[src/rtl/ovh_inj_pkg.sv]
package ovh_inj_pkg;

    typedef enum logic [2:0] {
        ROLE_PAY    = 3'd0,
        ROLE_B1     = 3'd1,
        ROLE_B2_HI  = 3'd2,
        ROLE_B2_MID = 3'd3,
        ROLE_B2_LO  = 3'd4,
        ROLE_B3     = 3'd5,
        ROLE_FEBE   = 3'd6,
        ROLE_OTH    = 3'd7
    } ovh_role_e;

    typedef enum logic [2:0] {
        SEL_NONE   = 3'd0,
        SEL_B1     = 3'd1,
        SEL_B2_HI  = 3'd2,
        SEL_B2_MID = 3'd3,
        SEL_B2_LO  = 3'd4,
        SEL_B3     = 3'd5,
        SEL_RSVD   = 3'd6,
        SEL_B2_ALL = 3'd7
    } err_sel_e;

    localparam int DIS_W    = 5;
    localparam int DIS_B1   = 0;
    localparam int DIS_B2   = 1;
    localparam int DIS_B3   = 2;
    localparam int DIS_FEBE = 3;
    localparam int DIS_OTH  = 4;

    typedef struct packed {
        logic             febe_zero;
        logic             febe_ones;
        logic [DIS_W-1:0] dis;
    } ovh_cfg_t;

    // Selects that address the upper line-parity octets need three octets.
    function automatic logic sel_allowed(err_sel_e s, logic sts3c);
        case (s)
            SEL_B1, SEL_B2_LO, SEL_B3:          return 1'b1;
            SEL_B2_HI, SEL_B2_MID, SEL_B2_ALL:  return sts3c;
            default:                            return 1'b0;
        endcase
    endfunction

    function automatic logic sel_targets(err_sel_e s, ovh_role_e r);
        case (s)
            SEL_B1:     return r == ROLE_B1;
            SEL_B2_HI:  return r == ROLE_B2_HI;
            SEL_B2_MID: return r == ROLE_B2_MID;
            SEL_B2_LO:  return r == ROLE_B2_LO;
            SEL_B3:     return r == ROLE_B3;
            SEL_B2_ALL: return r inside {ROLE_B2_HI, ROLE_B2_MID, ROLE_B2_LO};
            default:    return 1'b0;
        endcase
    endfunction

    function automatic logic role_blanked(ovh_role_e r, logic [DIS_W-1:0] dis);
        case (r)
            ROLE_B1:                              return dis[DIS_B1];
            ROLE_B2_HI, ROLE_B2_MID, ROLE_B2_LO:  return dis[DIS_B2];
            ROLE_B3:                              return dis[DIS_B3];
            ROLE_FEBE:                            return dis[DIS_FEBE];
            ROLE_OTH:                             return dis[DIS_OTH];
            default:                              return 1'b0;
        endcase
    endfunction

endpackage

[src/rtl/ovh_err_sel.sv]
module ovh_err_sel
    import ovh_inj_pkg::*;
(
    input  logic      clk,
    input  logic      rst,
    input  logic      wr,
    input  err_sel_e  wr_sel,
    input  logic      sts3c,
    input  logic      byte_valid,
    input  ovh_role_e byte_role,
    output logic      hit,
    output err_sel_e  sel_q
);
    logic last_target;

    always_comb begin
        hit         = byte_valid && sel_allowed(sel_q, sts3c) && sel_targets(sel_q, byte_role);
        last_target = (sel_q != SEL_B2_ALL) || (byte_role == ROLE_B2_LO);
    end

    always_ff @(posedge clk) begin
        if (rst) begin
            sel_q <= SEL_NONE;
        end else if (wr) begin
            sel_q <= wr_sel;
        end else if (hit && last_target) begin
            sel_q <= SEL_NONE;
        end
    end
endmodule

[src/rtl/ovh_byte_mod.sv]
module ovh_byte_mod
    import ovh_inj_pkg::*;
#(
    parameter int                DATA_W    = 8,
    parameter logic [DATA_W-1:0] FEBE_MASK = 8'hF0
) (
    input  ovh_role_e         role,
    input  logic [DATA_W-1:0] din,
    input  ovh_cfg_t          cfg,
    input  logic              hit,
    input  logic [DATA_W-1:0] pattern,
    output logic [DATA_W-1:0] dout
);
    logic              blank;
    logic [DATA_W-1:0] stage;

    always_comb begin
        blank = role_blanked(role, cfg.dis);
        stage = blank ? '0 : din;
        if (role == ROLE_FEBE && !blank) begin
            if (cfg.febe_ones) begin
                stage = stage | FEBE_MASK;
            end else if (cfg.febe_zero) begin
                stage = stage & ~FEBE_MASK;
            end
        end
        dout = hit ? (stage ^ pattern) : stage;
    end
endmodule

[src/rtl/ovh_err_inject.sv]
module ovh_err_inject
    import ovh_inj_pkg::*;
#(
    parameter int                DATA_W    = 8,
    parameter logic [DATA_W-1:0] FEBE_MASK = 8'hF0
) (
    input  logic              clk,
    input  logic              rst,
    input  logic              mode_sts3c,
    input  logic [DATA_W-1:0] err_pattern,
    input  logic              cfg_we,
    input  logic [2:0]        cfg_err_sel,
    input  logic              cfg_febe_zero,
    input  logic              cfg_febe_ones,
    input  logic [4:0]        cfg_dis_mask,
    input  logic              in_valid,
    input  logic [2:0]        in_role,
    input  logic [DATA_W-1:0] in_data,
    output logic              out_valid,
    output logic [DATA_W-1:0] out_data,
    output logic [2:0]        err_sel_rd
);
    ovh_cfg_t          cfg_q;
    ovh_role_e         role;
    err_sel_e          sel_q;
    logic              hit;
    logic [DATA_W-1:0] mod_byte;

    assign role       = ovh_role_e'(in_role);
    assign err_sel_rd = sel_q;

    always_ff @(posedge clk) begin
        if (rst) begin
            cfg_q <= '0;
        end else if (cfg_we) begin
            cfg_q.febe_zero <= cfg_febe_zero;
            cfg_q.febe_ones <= cfg_febe_ones;
            cfg_q.dis       <= cfg_dis_mask;
        end
    end

    ovh_err_sel i_sel (
        .clk        (clk),
        .rst        (rst),
        .wr         (cfg_we),
        .wr_sel     (err_sel_e'(cfg_err_sel)),
        .sts3c      (mode_sts3c),
        .byte_valid (in_valid),
        .byte_role  (role),
        .hit        (hit),
        .sel_q      (sel_q)
    );

    ovh_byte_mod #(.DATA_W(DATA_W), .FEBE_MASK(FEBE_MASK)) i_mod (
        .role    (role),
        .din     (in_data),
        .cfg     (cfg_q),
        .hit     (hit),
        .pattern (err_pattern),
        .dout    (mod_byte)
    );

    always_ff @(posedge clk) begin
        if (rst) begin
            out_valid <= 1'b0;
            out_data  <= '0;
        end else begin
            out_valid <= in_valid;
            out_data  <= in_valid ? mod_byte : '0;
        end
    end
endmodule

[config.mk]
export PLATFORM = sky130hd
export DESIGN_NAME = ovh_err_inject
export DESIGN_NICKNAME = d
export VERILOG_FILES = /design/src/rtl/ovh_inj_pkg.sv /design/src/rtl/ovh_err_sel.sv /design/src/rtl/ovh_byte_mod.sv /design/src/rtl/ovh_err_inject.sv
export SDC_FILE = /design/constraint.sdc
export NUM_CORES = 1
export LEC_CHECK = 0
export ABC_AREA = 0
export BUFFER_PORTS_ARGS = -buffer_cell sky130_fd_sc_hd__buf_4
export CAP_MARGIN = 0
export CORE_MARGIN = 1.5
export CORE_UTILIZATION = 50
export DETAILED_ROUTE_END_ITERATION = 8
export PLACE_DENSITY = 0.85
export SLEW_MARGIN = 20
export SYNTH_ARGS = -nofsm -noshare
export SYNTH_HDL_FRONTEND = slang
export SYNTH_SLANG_ARGS = --single-unit
[constraint.sdc]
create_clock -name clk -period 2.8 [get_ports clk]
set_input_delay 0 -clock clk [delete_from_list [all_inputs] [get_ports clk]]
set_output_delay 0 -clock clk [all_outputs]
set_load 0.05 [all_outputs]
==> results of run 1 <==
path summary, 6_finish.rpt:
kind / start / endpoint / slack [ns] / depth (start not counted)
worst min-delay path: err_pattern[7] / out_data[7] / 0.006 / 3
worst max-delay path: i_sel.sel_q[1] / out_data[2] / 0.43 / 6
worst min register to register: i_sel.sel_q[0] / i_sel.sel_q[0] / 0.64 / 1
worst max register to register: i_sel.sel_q[1] / out_data[2] / 0.43 / 6
cell usage in the layout, fill, tap and decap left out, drive strengths merged:
master	Yosys	layout
buf	3	45
dlygate4sd3	0	23
mux2i	19	19
dfxtp	19	19
nor2	18	18
o21ai	13	13
inv	6	6
nand3	5	5
or3	4	4
a21o	4	4
nand2	3	3
clkbuf	2	3
o2111ai	2	2
and4bb	2	2
o31a	2	2
clkinv	1	2
o21bai	2	2
a211oi	2	2
and2b	1	1
a31oi	1	1
o32a	1	1
o311ai	1	1
nor3	1	1
nand2b	1	1
xnor2	1	1
nor3b	1	1
a21oi	1	1
o21a	1	1
and2	1	1
a31o	1	1
area by class of cell:
type	instances	area share, %
Timing Repair Buffer	68	34.4
Clock inverter	1	0.303
Clock buffer	3	1.36
Multi-Input combinational cell	88	37.3
Sequential cell	19	23.0
Inverter	7	1.59
Tap cell	27	2.05
timing repair:
| action | CTS | global route |
|---|---|---|
| endpoints found under the hold margin | 14 | 1 |
| gates resized for setup | 0 | 0 |
| hold buffers | 22 | 1 |
cell families after synthesis:
group	count (synthesis)
flip-flops	19
AO/OA/AOI/OAI	31
multiplexers	19
AND/OR/NAND/NOR	37
XOR/XNOR	1
buffers and inverters	13
through the flow:
step                utilization (%)  cell area (um2)  power [mW]
floorplan                         -             1070       0.392
global placement               70.3             1390       0.447
detailed placement             70.3             1390       0.452
CTS                            82.8             1640       0.614
global route                   83.3             1650       0.649
finish                         83.3             1650       0.623
layer usage:
metal,GRT usage [%],part of all wire (%),up-vias
met1,31.0,38,580
met2,53.4,54,42
met3,5.83,5.5,8
met4,12.4,2.4,0
li1,-,-,561
met5,0,0,-
worst reg2reg max path: cells and delay by family, from the launching register on:
kind                   cells  cell delay (ns)
and+or+nand+nor            1             0.28
AOI/OAI and AO/OA          3             0.79
buffers and inverters      1             0.55
muxes                      1             0.15
DFF                        1             0.50
registers in the layout (all words and copies together) (netlist names):
register / count
out_valid: 1
i_sel.sel_q: 3
out_data: 8
cfg_q: 7
report_power, final:
part	switching (mW)	internal (mW)
logic	0.0923	0.0899
registers	0.0113	0.285
clock network	0.0916	0.0532
==> impl.org, run 1 <==
** Clock tree
- Clk buf depth :: 2
- In this run, CTS created clock tree buffers numbering 3.
- Clock latency on the worst-skew pair, taken at its later pin, is 0.30 ns.
- Number of sinks handled by clock tree synthesis :: 19
- CTS tree :: done
- In this run the number of H-tree levels came out at 1.
- Clock-pin slew reported for the worst setup and hold paths after clock tree synthesis :: ~0.12 ns
- Post CTS Setup Buffer Count :: 0
- The cell sitting at the root of the clock tree is a clkbuf_4.

** Power and ir drop
- The worst-case IR drop observed on VDD is 0.311 mV.
- Leak :: 0.791 nW
- In this run the power density over the cells is roughly 380 nW/um2.

** Yosys
- Area share of the largest cell type after synthesis :: 35.4%
- In this run the cell area of the synthesized design comes to 1070 um2.
- The synthesized netlist devotes 21.2% of its cell area to compound gates.
- Post-synthesis net count :: 154
- Yosys mapped the design onto 36 distinct sky130hd cell types.
- Number of synthesized flops with an enable pin :: 0
- Register area share after synthesis :: 35.4%
- Seq cells post-synth :: 19
- Mux contribution to synthesized area :: between 10% and 20%
- The commonest cells after synthesis are dfxtp_1, mux2i_1, nor2_1.
- XOR/XNOR share of the synthesized area :: 0.816%
- Avg Synthesized Cell Area :: 8.95 um2
- Synth Instances :: 120
- Adder-cell share of the synthesized area :: 0%
- After Yosys synthesis, and, or, nand and nor cells account for 17.6% of the synthesized area.
- Post-synth ARST share :: 0%
- Synth Warn # :: 0
- After synthesis, the largest family of logic cells by area is compound AO/OA/AOI/OAI gates.
- By area the synthesized netlist is led by dfxtp_1, mux2i_1, nor2_1.
- Largest area contributor in the synthesized netlist :: dfxtp_1
- Main synth FF type :: dfxtp_1

** STA
- Slew HR :: 45.2%
- On the final layout, the worst clock skew is between 0.001 and 0.0015 ns.
- Of the available clock period, the critical path in the final layout requires 84.5%.
- The max-slew violation count came to 0.
- Setup TNS :: 0 ns
- Worst slew pin tran :: 0.810 ns
- Static timing analysis puts the maximum clock frequency at 0.422 GHz.
- Hold timing on the final database bottoms out at a slack of 0.00573 ns.
- Setup-failing EPs final :: 0
- Setup repair after global routing missed its margin :: false
- The count of endpoints failing hold in the final timing report was 0.
- The smallest clock period supported by the final layout is computed as around 2.4 ns.
- Worst setup margin :: 0.433 ns

** Worst setup path
- Worst path cell trace :: and4bb_1, o21bai_2, a211oi_4, o21ai_1, mux2i_1, dlygate4sd3_1
- Critical path launch point type :: register
- By startpoint and endpoint, the worst setup path is classified as register to register.
- Cell family with the largest share of critical-path delay :: compound AO/OA/AOI/OAI gates
- Together, buffers and inverters on the worst path number 1.
- Largest stage delay, worst path :: between 0.5 and 0.6 ns
- At the worst endpoint, the required time is 3.00 ns.
- STA puts the critical path data arrival time at 2.57 ns.
- STA classifies the critical path endpoint as a register.
- Critical path fanouts, max :: 10
- Slowest stage cell on the critical path :: dlygate4sd3_1

** Floorplanning
- Horizontal die dimension :: 49.3 um
- Io pins :: 46
- For this configuration, the core starts out at a cell density of 54.2%.
- In this run the vertical extent of the chip is 49.3 um.
- Number of standard-cell rows in the floorplan :: 16
- The die covers 2430 um2.
- The core region is 1980 um2.

** Global routing
- The total overflow left after global routing is 0.
- The initial antenna violation count was 0.
- Maximum number of pins on one net before global-route repair :: 14
- Global routing used 28.8% of the available tracks across all layers.
- The number of global-route vias before repair is 1,185.
- Wire length of the first global-routing pass :: 5290 um

** Route
- Count of antenna-violating nets left after detailed routing :: 0
- For this run, design rule violations remaining after detail routing come to 0.
- Average wire per cell in the routed design :: around 16 um
- Mean number of vias per cell :: 5.59
- After the first detailed-routing iteration, the DRC count stood at 23.
- Total via count in the routed design :: about 1,200
- For this block, the routed nets add up to ~3300 um of wire.
- Before antenna repair, the detailed router went through 4 iterations.

** Flow run
- Across the run, the number of max-cap violations was 0.

** Place
- GPL Wtd Cong :: slightly below 0.8
- Once placement completed, the tool counted placed cells totaling 186.
- DPL Wire Length :: ~2000 um
- Buffers placed on the I/O ports in this run total 45.
- Before CTS, the worst setup slack after placement is 0.979 ns.

** Worst hold path
- In this run the worst hold path is classified as primary input to register.

** Finish
- Counting the fill cells in the layout gives roughly 110.
- At the end of the flow, the number of nets in the layout was between 200 and 250.
- Seq. cell area :: 380 um2
- The count of cells in the finished layout, fillers not included, comes to roughly 210.
- Layout cell share with drive strength beyond 1 :: between 20% and 30%
- Area occupied by multi-input gates :: 616 um2
- Layout area overhead :: 53.8%
- Antenna diodes :: 0

** Run status
- The flow ran to the end, and the final reports show no timing, DRC or antenna violations.
No activity file was read; power rests on OpenSTA's default activity.
==> run 2: changes to the inputs <==
--- a/config.mk
+++ b/config.mk
@@ -9,9 +9,9 @@
 export BUFFER_PORTS_ARGS = -buffer_cell sky130_fd_sc_hd__buf_4
 export CAP_MARGIN = 0
 export CORE_MARGIN = 1.5
-export CORE_UTILIZATION = 50
+export CORE_UTILIZATION = 46
 export DETAILED_ROUTE_END_ITERATION = 8
-export PLACE_DENSITY = 0.85
+export PLACE_DENSITY = 0.8
 export SLEW_MARGIN = 20
 export SYNTH_ARGS = -nofsm -noshare
 export SYNTH_HDL_FRONTEND = slang
==> constraint.sdc (replaced) <==
create_clock -name clk -period 2.4 [get_ports clk]
set_input_delay 0 -clock clk [delete_from_list [all_inputs] [get_ports clk]]
set_output_delay 0 -clock clk [all_outputs]
set_load 0.05 [all_outputs]
==> run 2 against run 1 <==
The flow now finishes with violations (negative hold slack); total power is 16% higher; clock skew is 0.0019 ns higher; worst setup slack worse by 0.23 ns; critical endpoint is now out_data[0]; largest power group unchanged; highest routed layer unchanged.
==> impl.org, run 2 (synthesis gave the netlist of run 1 again) <==
** Flow run
- Number of violations of the max-capacitance limit :: 0 (unchanged)

** Route
- Count of antenna-violating nets left after detailed routing :: 0 (unchanged)
- Mean number of vias per cell :: 5.37 (was 5.59)
- Post-Route M1 WL :: 1160 um (was 1280 um)
- The total iterations of the first detailed-routing run was 4 (unchanged).
- Drt initial violations :: 20 (was 23)
- Average wire per cell in the routed design :: 14.2 um (was 15.7 um)
- Top Layer Used :: met4 (unchanged)
- Sum of met2 wire segment lengths after detailed routing :: 1730 um (was 1800 um)
- The wire length on met3 is 155 um (was 183 um).
- The aggregate routed wire length was 3100 um (was 3350 um).
- The post-route DRC violation count is 0 (unchanged).
- The total vias in the final route came to 1,171 (was 1,191).

** Floorplanning
- Standard cell core area :: 2210 um2 (was 1980 um2)
- The area enclosed by the die boundary came to 2630 um2 (was 2430 um2).
- Number of standard-cell rows in the floorplan :: 17 (was 16)
- The horizontal die dimension is 51.3 um (was 49.3 um).
- Initial standard-cell utilization of the core :: 48.5% (was 54.2%)
- The number of I/O pins was 46 (unchanged).
- Die H :: 51.3 um (was 49.3 um)

** STA
- The upper clock frequency limit is 0.454 GHz (was 0.422 GHz).
- Setup TNS :: 0 ns (unchanged)
- Worst hold-check slack :: -0.00867 ns (was 0.00573 ns)
- The fraction of the cycle the final worst path needs came to 91.7% (was 84.5%).
- Worst clock skew on the final layout :: 0.00323 ns (was 0.00138 ns)
- Max Transition Viols Final :: 0 (unchanged)
- Tmin final :: 2.20 ns (was 2.37 ns)
- Worst setup margin :: 0.199 ns (was 0.433 ns)
- The setup violation total in the final timing report came to 0 (unchanged).
- The worst relative slew slack is 41.3% (was 45.2%).
- Setup repair after global routing missed its margin: false (unchanged).
- Hold violation total from the final report :: 1 (was 0)
- Worst slew pin tran :: 0.867 ns (was 0.810 ns)

** Finish
- The antenna diode count was 0 (unchanged).
- Final Net Count :: 225 (was 221)
- Most common cell after layout, fill and taps aside :: buf_4 (unchanged)
- Seq. cell area :: 380 um2 (unchanged)
- Area occupied by multi-input gates :: 623 um2 (was 616 um2)
- The number of fill cells in the layout is 171 (was 112).
- Leading cell types in the layout, fill and taps excluded: buf_4, dlygate4sd3_1, mux2i_1, dfxtp_1, nor2_1 (unchanged).
- The fraction of final layout cells sized beyond drive strength 1 was 30.0% (was 28.5%).
- Layout area overhead :: 57.5% (was 53.8%)
- The flip-flop count of the largest register after layout came to 8 (unchanged).
- The register with the most flip-flops was out_data (unchanged).
- Biggest registers after layout :: out_data x8, cfg_q x7, i_sel.sel_q x3 (unchanged)

** Worst hold path
- The destination of the worst hold path was out_data[6] (was out_data[7]).
- The hold path startpoint was err_pattern[6] (was err_pattern[7]).
- Count of cells along the worst hold path :: 3 (unchanged)
- Class of the worst hold path :: primary input to register (unchanged)

** Clock tree
- The clock tree buffer depth came to 2 (unchanged).
- Worst-skew pair later-pin latency :: 0.30 ns (about the same)
- Clock tree root buffer cell :: clkbuf_4 (unchanged)
- CTS buffer count :: 3 (unchanged)
- The clock-pin slew on the worst setup and hold paths is 0.12 ns (about the same).
- The depth of the CTS H-tree came to 1 (unchanged).
- CTS tree :: done (unchanged)
- Number of sinks handled by clock tree synthesis :: 19 (unchanged)

** Global routing
- GR Util All Layers :: 25.5% (was 28.8%)
- Remaining global-route overflow :: 0 (unchanged)
- Wire length of the first global-routing pass :: 5030 um (was 5290 um)
- The number of global-route vias before repair is 1,150 (was 1,185).
- The initial antenna violation count was 0 (unchanged).
- Maximum number of pins on one net before global-route repair :: 14 (unchanged)

** Worst setup path
- Arrival time at the worst endpoint :: 2.40 ns (was 2.57 ns)
- The type of element capturing the critical path is a register (unchanged).
- The worst-case reg-to-reg path depth was 5 (was 6).
- The required time of the critical path came to 2.60 ns (was 3.00 ns).
- Worst reg2reg path startpoint :: i_sel.sel_q[0] (was i_sel.sel_q[1])
- The peak fanout along the critical path is 10 (unchanged).
- The internal reg-to-reg setup slack came to 0.20 ns (was 0.43 ns).
- The critical setup path kind is register to register (unchanged).
- The critical path startpoint category is a register (unchanged).
- The capture instance of the worst register-to-register path is out_data[0] (was out_data[2]).

** Power and ir drop
- The static power due to leakage came to 0.818 nW (was 0.791 nW).
- The maximum ir drop on the vdd rail was 0.466 mV (was 0.311 mV).
- Power per standard cell area :: 429 nW/um2 (was 377 nW/um2)
- The total chip power came to 0.725 mW (was 0.623 mW).

** Run status
- Failing checks :: negative hold slack
- Status: finished with violations (was finished, final reports clean).

** Place
- Worst Setup Slack post-DPL :: 0.594 ns (was 0.979 ns)
- # port buffers :: 45 (unchanged)
- GPL Wtd Cong :: 0.793 (was 0.789)
- The half-perimeter wire length of the detailed placement result came to 2020 um (was 2010 um).
==> run 2: cell count changes in the layout (fill, tap and decap cells not counted) <==
cell      previous run  this run
a211oi_4             1         2
a211oi_2             1         0
buf_4               45        49
==> run 2: routing by layer <==
layer | global-route usage [%] | vias to the layer above
li1 | - | 569
met1 | 27.9 | 561
met2 | 48.9 | 35
met3 | 6.43 | 6
met4 | 5.70 | 0
met5 | 0 | -
==> run 2: area by class of cell <==
class	instances	share of cell area, %
Multi-Input combinational cell	88	36.9
Timing Repair Buffer	72	35.4
Sequential cell	19	22.5
Tap cell	28	2.07
Inverter	7	1.55
Clock buffer	3	1.33
Clock inverter	1	0.296
==> run 2: worst max path at each step <==
| stage | start | to | slack (ns) |
|---|---|---|---|
| after detailed placement | i_sel.sel_q[1] | i_sel.sel_q[1] | 0.59 |
| after global routing | i_sel.sel_q[0] | out_data[0] | 0.04 |
| after global placement | i_sel.sel_q[1] | i_sel.sel_q[1] | 0.68 |
| after floorplan | i_sel.sel_q[1] | i_sel.sel_q[1] | 0.37 |
| after CTS | i_sel.sel_q[1] | out_data[1] | 0.10 |
| final | i_sel.sel_q[0] | out_data[0] | 0.20 |
==> run 2: repair_timing <==
action,CTS,global route
endpoints found under the setup margin,0,3
hold buffers,22,1
setup buffers,0,4
resized for setup,0,1
hold endpoints to repair,12,1
==> run 2: power breakdown <==
group	total, mW	internal (mW)	switching (mW)
logic	0.211	0.106	0.105
clock network	0.169	0.0622	0.107
registers	0.345	0.333	0.0121
total	0.725	0.501	0.224
==> run 2: critical path, cell delays in order (launching register included) <==
cell and delay [ns]:
dfxtp_1 0.51, o2111ai_1 0.24, a211oi_4 0.52, o21ai_1 0.13
mux2i_1 0.14, dlygate4sd3_1 0.56
==> run 2: stage by stage <==
| stage | utilization [%] | std cells | cell area [um2] |
|---|---|---|---|
| 2_1_floorplan | - | 120 | 1070 |
| 3_3_place_gp | 63.1 | 187 | 1400 |
| 3_5_place_dp | 63.1 | 187 | 1400 |
| 4_1_cts | 74.3 | 213 | 1640 |
| 5_1_grt | 76.4 | 218 | 1690 |
| 6_report | 76.4 | 218 | 1690 |
